### src/rtl/bcd_pkg.sv
package bcd_pkg;

  localparam int unsigned NIBBLE_W = 4;
  localparam int unsigned DEC_BASE = 10;

  // one bit of binary addition: sum output
  function automatic logic fa_sum(input logic x, input logic y, input logic ci);
    return x ^ y ^ ci;
  endfunction

  // one bit of binary addition: carry as generate OR (propagate AND carry)
  function automatic logic fa_carry(input logic x, input logic y, input logic ci);
    return (x & y) | ((x ^ y) & ci);
  endfunction

  // decides whether a raw nibble sum has left the decimal range
  function automatic logic over_nine(input logic c4, input logic [NIBBLE_W-1:0] s);
    return c4 | (s[3] & s[2]) | (s[3] & s[1]);
  endfunction

  // correction operand: 0110 when asked, else zero
  function automatic logic [NIBBLE_W-1:0] six_if(input logic en);
    return {1'b0, en, en, 1'b0};
  endfunction

endpackage

### src/rtl/bcd_ripple_add.sv
module bcd_ripple_add
  import bcd_pkg::*;
#(
  parameter int unsigned WIDTH = NIBBLE_W
) (
  input  logic [WIDTH-1:0] op_x,
  input  logic [WIDTH-1:0] op_y,
  input  logic             cin,
  output logic [WIDTH-1:0] sum,
  output logic             cout
);

  logic [WIDTH:0] chain;

  assign chain[0] = cin;

  for (genvar i = 0; i < WIDTH; i++) begin : g_bit
    assign sum[i]     = fa_sum(op_x[i], op_y[i], chain[i]);
    assign chain[i+1] = fa_carry(op_x[i], op_y[i], chain[i]);
  end

  assign cout = chain[WIDTH];

endmodule

### src/rtl/bcd_fix_add.sv
// second stage: adds the correction operand, carry out of the top bit is not built
module bcd_fix_add
  import bcd_pkg::*;
#(
  parameter int unsigned WIDTH = NIBBLE_W
) (
  input  logic [WIDTH-1:0] raw,
  input  logic             fix,
  output logic [WIDTH-1:0] digit
);

  logic [WIDTH-1:0] corr;
  logic [WIDTH-1:0] chain;

  assign corr     = six_if(fix);
  assign chain[0] = 1'b0;

  for (genvar i = 0; i < WIDTH; i++) begin : g_bit
    assign digit[i] = fa_sum(raw[i], corr[i], chain[i]);
    if (i < WIDTH - 1) begin : g_link
      assign chain[i+1] = fa_carry(raw[i], corr[i], chain[i]);
    end
  end

endmodule

### src/rtl/bcd_fix_detect.sv
module bcd_fix_detect
  import bcd_pkg::*;
(
  input  logic                raw_c4,
  input  logic [NIBBLE_W-1:0] raw_sum,
  output logic                fix
);

  assign fix = over_nine(raw_c4, raw_sum);

endmodule

### src/rtl/bcd_digit_cell.sv
module bcd_digit_cell
  import bcd_pkg::*;
(
  input  logic [NIBBLE_W-1:0] dig_a,
  input  logic [NIBBLE_W-1:0] dig_b,
  input  logic                dcin,
  output logic [NIBBLE_W-1:0] dig_sum,
  output logic                dcout,
  output logic [NIBBLE_W-1:0] raw_sum,
  output logic                raw_c4,
  output logic                fix
);

  bcd_ripple_add #(.WIDTH(NIBBLE_W)) u_stage1 (
    .op_x (dig_a),
    .op_y (dig_b),
    .cin  (dcin),
    .sum  (raw_sum),
    .cout (raw_c4)
  );

  bcd_fix_detect u_detect (
    .raw_c4  (raw_c4),
    .raw_sum (raw_sum),
    .fix     (fix)
  );

  bcd_fix_add #(.WIDTH(NIBBLE_W)) u_stage2 (
    .raw   (raw_sum),
    .fix   (fix),
    .digit (dig_sum)
  );

  assign dcout = fix;

endmodule

### src/rtl/bcd_chain_adder.sv
module bcd_chain_adder
  import bcd_pkg::*;
#(
  parameter int unsigned DIGITS = 4
) (
  input  logic [NIBBLE_W*DIGITS-1:0] augend,
  input  logic [NIBBLE_W*DIGITS-1:0] addend,
  input  logic                       carry_in,
  output logic [NIBBLE_W*DIGITS-1:0] sum_bcd,
  output logic                       carry_out
);

  localparam int unsigned BUS_W = NIBBLE_W * DIGITS;

  // named internal events, observed by the bound checker
  logic [DIGITS:0]   carry_chain;
  logic [BUS_W-1:0]  raw_vec;
  logic [DIGITS-1:0] raw_c4_vec;
  logic [DIGITS-1:0] fix_vec;

  assign carry_chain[0] = carry_in;

  for (genvar k = 0; k < DIGITS; k++) begin : g_place
    bcd_digit_cell u_cell (
      .dig_a   (augend[NIBBLE_W*k +: NIBBLE_W]),
      .dig_b   (addend[NIBBLE_W*k +: NIBBLE_W]),
      .dcin    (carry_chain[k]),
      .dig_sum (sum_bcd[NIBBLE_W*k +: NIBBLE_W]),
      .dcout   (carry_chain[k+1]),
      .raw_sum (raw_vec[NIBBLE_W*k +: NIBBLE_W]),
      .raw_c4  (raw_c4_vec[k]),
      .fix     (fix_vec[k])
    );
  end

  assign carry_out = carry_chain[DIGITS];

endmodule

### config.mk
export PLATFORM = sky130hd
export DESIGN_NAME = bcd_chain_adder
export DESIGN_NICKNAME = d
export VERILOG_FILES = /design/src/rtl/bcd_pkg.sv /design/src/rtl/bcd_ripple_add.sv /design/src/rtl/bcd_fix_add.sv /design/src/rtl/bcd_fix_detect.sv /design/src/rtl/bcd_digit_cell.sv /design/src/rtl/bcd_chain_adder.sv
export SDC_FILE = /design/constraint.sdc
export NUM_CORES = 1
export LEC_CHECK = 0
export BUFFER_PORTS_ARGS = -buffer_cell sky130_fd_sc_hd__buf_2
export CORE_MARGIN = 2
export CORE_UTILIZATION = 46
export DETAILED_ROUTE_END_ITERATION = 16
export PLACE_DENSITY = 0.93
export SLEW_MARGIN = 40
export SYNTH_ARGS = -nofsm -noshare
export SYNTH_HDL_FRONTEND = slang
export SYNTH_SLANG_ARGS = --single-unit
### constraint.sdc
create_clock -name vclk -period 14.44
set_input_delay 0.722 -clock vclk [all_inputs]
set_output_delay 0.722 -clock vclk [all_outputs]
set_load 0.01 [all_outputs]
---- Word level (Yosys, flattened, before mapping) ----
Index checks and enable logic that the tools add are counted.
storage, ports and cells
  output and inout port bits .............. 17
  bits in registers ....................... 0
  logic and storage cells ................. 128
operators by class
  bitwise gates (word level) .............. 128
operators with widths
  kind               number
  bitwise AND 1 bit  52
  bitwise XOR 1 bit  48
  OR 1 bit           28

---- Depth between registers and ports, before layout ----
  depth after elaboration ................. 45
  gate-level depth with buffers ........... 35
  mapped depth without buffers ............ 35

---- By module ----
Synthesis repeated with hierarchy kept, for this count alone.
unflattened totals
  cell total of the unflattened synthesis .. 100
  area total of the unflattened synthesis .. 800.8 µm²
by module, submodules not included
  module          area an instance (µm²)  times used  cells an instance
  bcd_ripple_add  117.6                   4           14
  bcd_fix_add     63.8                    4           8
  bcd_fix_detect  11.3                    4           2
  bcd_digit_cell  7.5                     4           1

---- Least setup slack after synthesis ----
OpenSTA, ideal clock, no wires.
  kind .................................... input-to-output
  start point ............................. in augend[0]
  end point ............................... out sum_bcd[14]
  path slack .............................. 5.484 ns
  data arrival time ....................... 8.234 ns
  stages on the path ...................... 35
  cells stage by stage .................... inv_1 fa_1 fa_1 inv_1 fa_1 inv_1 fa_1 o21ai_1 fa_1 inv_1 fa_1 inv_1 fa_1 inv_1 fa_1 o21ai_1 fa_1 inv_1 fa_1 inv_1 fa_1 inv_1 fa_1 o21ai_1 fa_1 inv_1 fa_1 fa_1 inv_1 fa_1 a21o_1 ha_1 inv_1 fa_1 inv_1
between the ends
  word-level cells in the longest chain between the ends .. 43
  elaborated cells between the ends (all ways) .. 65
  those cells by class .................... bitwise: 65
ends and longest elaborated chain
  element                                                 RTL line                      text
  start, declared                                         bcd_chain_adder.sv:6          input logic [NIBBLE_W*DIGITS-1:0] augend,
  bitwise XOR 1 bit                                       bcd_pkg.sv:13                 return (x & y) | ((x ^ y) & ci);
  bitwise AND 1 bit                                       bcd_pkg.sv:13
  OR 1 bit *                                              bcd_pkg.sv:13
  bitwise AND 1 bit                                       bcd_pkg.sv:13
  OR 1 bit                                                bcd_pkg.sv:13
  bitwise AND 1 bit                                       bcd_pkg.sv:13
  OR 1 bit                                                bcd_pkg.sv:13
  bitwise AND 1 bit or bitwise XOR 1 bit (tied branches)  bcd_pkg.sv:13, bcd_pkg.sv:8
  (+28 left out)                                          n/a
  OR 1 bit                                                bcd_pkg.sv:13
  bitwise AND 1 bit or bitwise XOR 1 bit (tied branches)  bcd_pkg.sv:13, bcd_pkg.sv:8
  OR 1 bit or bitwise AND 1 bit (tied branches)           bcd_pkg.sv:13, bcd_pkg.sv:18
  OR 1 bit                                                bcd_pkg.sv:18                 return c4 | (s[3] & s[2]) | (s[3] & s[1]);
  OR 1 bit *                                              bcd_pkg.sv:18
  net carry_out                                           bcd_chain_adder.sv:10         output logic carry_out
  bitwise XOR 1 bit or bitwise AND 1 bit (tied branches)  bcd_pkg.sv:8, bcd_pkg.sv:13
  bitwise XOR 1 bit *                                     bcd_pkg.sv:8                  return x ^ y ^ ci;
  end, declared                                           bcd_chain_adder.sv:9          output logic [NIBBLE_W*DIGITS-1:0] sum_bcd,
The timed path passes the listed nets; every way through them passes the cells marked *.

---- Final worst setup path ----
  start point ............................. in augend[0]
  end point ............................... out sum_bcd[14]
between the ends
  word-level cells in the longest chain between the ends .. 43
  elaborated cells between the ends (all ways) .. 65
  those cells by class .................... bitwise: 65
ends and longest elaborated chain
  element                                                 RTL line
  bitwise XOR 1 bit                                       bcd_pkg.sv:13
  bitwise AND 1 bit                                       bcd_pkg.sv:13
  OR 1 bit *                                              bcd_pkg.sv:13
  bitwise AND 1 bit                                       bcd_pkg.sv:13
  OR 1 bit                                                bcd_pkg.sv:13
  bitwise AND 1 bit                                       bcd_pkg.sv:13
  OR 1 bit                                                bcd_pkg.sv:13
  bitwise AND 1 bit or bitwise XOR 1 bit (tied branches)  bcd_pkg.sv:13, bcd_pkg.sv:8
  (+26 left out)                                          n/a
  OR 1 bit                                                bcd_pkg.sv:13
  bitwise AND 1 bit                                       bcd_pkg.sv:13
  OR 1 bit                                                bcd_pkg.sv:13
  bitwise AND 1 bit or bitwise XOR 1 bit (tied branches)  bcd_pkg.sv:13, bcd_pkg.sv:8
  OR 1 bit or bitwise AND 1 bit (tied branches)           bcd_pkg.sv:13, bcd_pkg.sv:18
  OR 1 bit (2 in series)                                  bcd_pkg.sv:18
  bitwise XOR 1 bit or bitwise AND 1 bit (tied branches)  bcd_pkg.sv:8, bcd_pkg.sv:13
  bitwise XOR 1 bit *                                     bcd_pkg.sv:8
Mark *: on every way between the ends. The rest lies on a longest branch, timed or not.

==> results_dict.tcl <==
set metrics [dict create \
    drc 0 \
    num_vias 597 \
    num_rows 13 \
    syn_nets 130 \
    hold_buffers 0 \
    final.setup.tns_ns 0 \
    wirelength_um 1370 \
    ios 50 \
    grtUsageTotal_pct 15.8 \
    cellLeakagePower_uw 0.000590 \
    path_buf_inv 15 \
    min_period_ns 9.51 \
    start_util_pct 50.3 \
    die_area_um2 1780 \
    slew_headroom_pct 75.7 \
    antenna_found_initial 0 \
    layout_common_cells "buf_2 (50), inv_1 (36), fa_1 (20)" \
    hold_viol_final 0 \
    grt_pass1_wl_um 2280 \
    regArea_um2 0 \
    design.core.area_um2 1330 \
    syn_area_per_cell_um2 9.19 \
    critPathMaxFanout 3 \
    endpoint_kind "output pin" \
    netlist_area_um2 671 \
    ant_nets 0 \
    dp_hpwl_um 1380 \
    hold_end "sum_bcd[4]" \
    design_area_um2 940 \
    slew_viol_final 0 \
    slowest_stage "fa_1" \
    ys_types 9 \
    hold_class "input pin to output pin" \
    die_h_um 42.2 \
    post_cts_buffers 0 \
    wl_per_cell_um 9.93 \
    grt_overflow 0 \
    peakVddDrop_mv 0.0437 \
    rsz0062_at_grt "no" \
    area_growth_pct 40.1 \
    port-buffer-count 50 \
    tightest_slew_ns 0.362 \
    ys_seq_area_share_pct 0 \
    cap_violations 0 \
    drive_gt1_share_pct 40.7 \
    layout_commonest_cell "buf_2" \
    post_cts_resized 0 \
    cp.required_ns 13.72 \
    cp.arrival_ns 8.79 \
    fmax_ghz 0.105 \
    clock_buffer_count 0 \
    crit_type "input pin to output pin" \
    worst_path_most_repeated_cell "fa_1" \
    viasPerCell 4.33 \
    grt_max_degree 4 \
    place_area_um2 940 \
    seq_cells 0 \
    hp-start "addend[4]" \
    gp_congestion 0.680 \
    status "complete, no violations" \
    max_stage_delay_ns 0.51 \
    yosysWarnings 0 \
    fin_crit_sh_pct 65.8 \
    start_kind "input pin" \
    whs_path_depth 3 \
    power_density_nw_per_um2 88.1 \
    first_global_vias 629 \
    cp_top_family "adder cells" \
    dr.first_iter.drc_count 1 \
    chipWidth_um 42.2 \
    nets 182 \
    diodes 0 \
    synthCells 73 \
    finalSetupViolCount 0 \
    drtPass1Iterations 3 \
]
-- stage by stage --
step | power, µW | hold WS, ns | utilization, % | std cells | worst slack (ns)
2_1_floorplan | 55.7 | 1.63 | - | 73 | 5.48
3_3_place_gp | 79.3 | 1.79 | 70.5 | 138 | 5.14
3_5_place_dp | 83.8 | 1.80 | 70.5 | 138 | 4.88
4_1_cts | 84.1 | 1.80 | 70.5 | 138 | 4.88
5_1_grt | 91.4 | 1.81 | 70.5 | 138 | 4.57
6_report | 82.8 | 1.79 | 70.5 | 138 | 4.93
-- layer usage --
metal | routed length, µm | track usage (%)
met1 | 453 | 16.2
met2 | 847 | 35.4
met3 | 69 | 0
met4 | 0 | 1.25
met5 | 0 | 0
-- how the worst max path moves through the flow --
stage / startpoint / endpoint / slack, ns / cells past startpoint
3_3_place_gp: augend[0] / sum_bcd[14] / 5.14 / 37
3_5_place_dp: augend[0] / sum_bcd[14] / 4.88 / 37
4_1_cts: augend[0] / sum_bcd[14] / 4.88 / 37
5_1_grt: augend[0] / sum_bcd[14] / 4.57 / 37
6_report: augend[0] / sum_bcd[14] / 4.93 / 37
2_1_floorplan: augend[0] / sum_bcd[14] / 5.48 / 35
-- synth_stat cells --
cell type  instances  area share, %
ha_1               4            7.5
xnor2_1            4            5.2
fa_1              20             60
inv_1             36             20
o21ai_1            3            2.2
nor2b_1            3            2.8
a21o_1             1            1.1
nand2_1            1           0.56
a21oi_1            1           0.75
-- area by class of cell --
| cell class | instances | area (µm²) |
|---|---|---|
| Tap cell | 15 | 18.8 |
| Inverter | 36 | 135 |
| Fill cell | 104 | 394 |
| Multi-Input combinational cell | 37 | 536 |
| Timing Repair Buffer | 50 | 250 |
-- power breakdown --
part           internal, µW  switching [µW]
Clock                     0               0
Combinational          38.5            44.3
Sequential                0               0
-- kinds of logic (layout without fill, tap and decap cells) --
family          Yosys count  count (layout)  share of synthesized area (%)
xor+xnor                  4               4                           5.22
fa+ha+maj                24              24                           67.2
buf+inv                  36              86                           20.1
compound gates            5               5                           4.10
simple gates              4               4                           3.36
(Power assumes the default switching activity.)
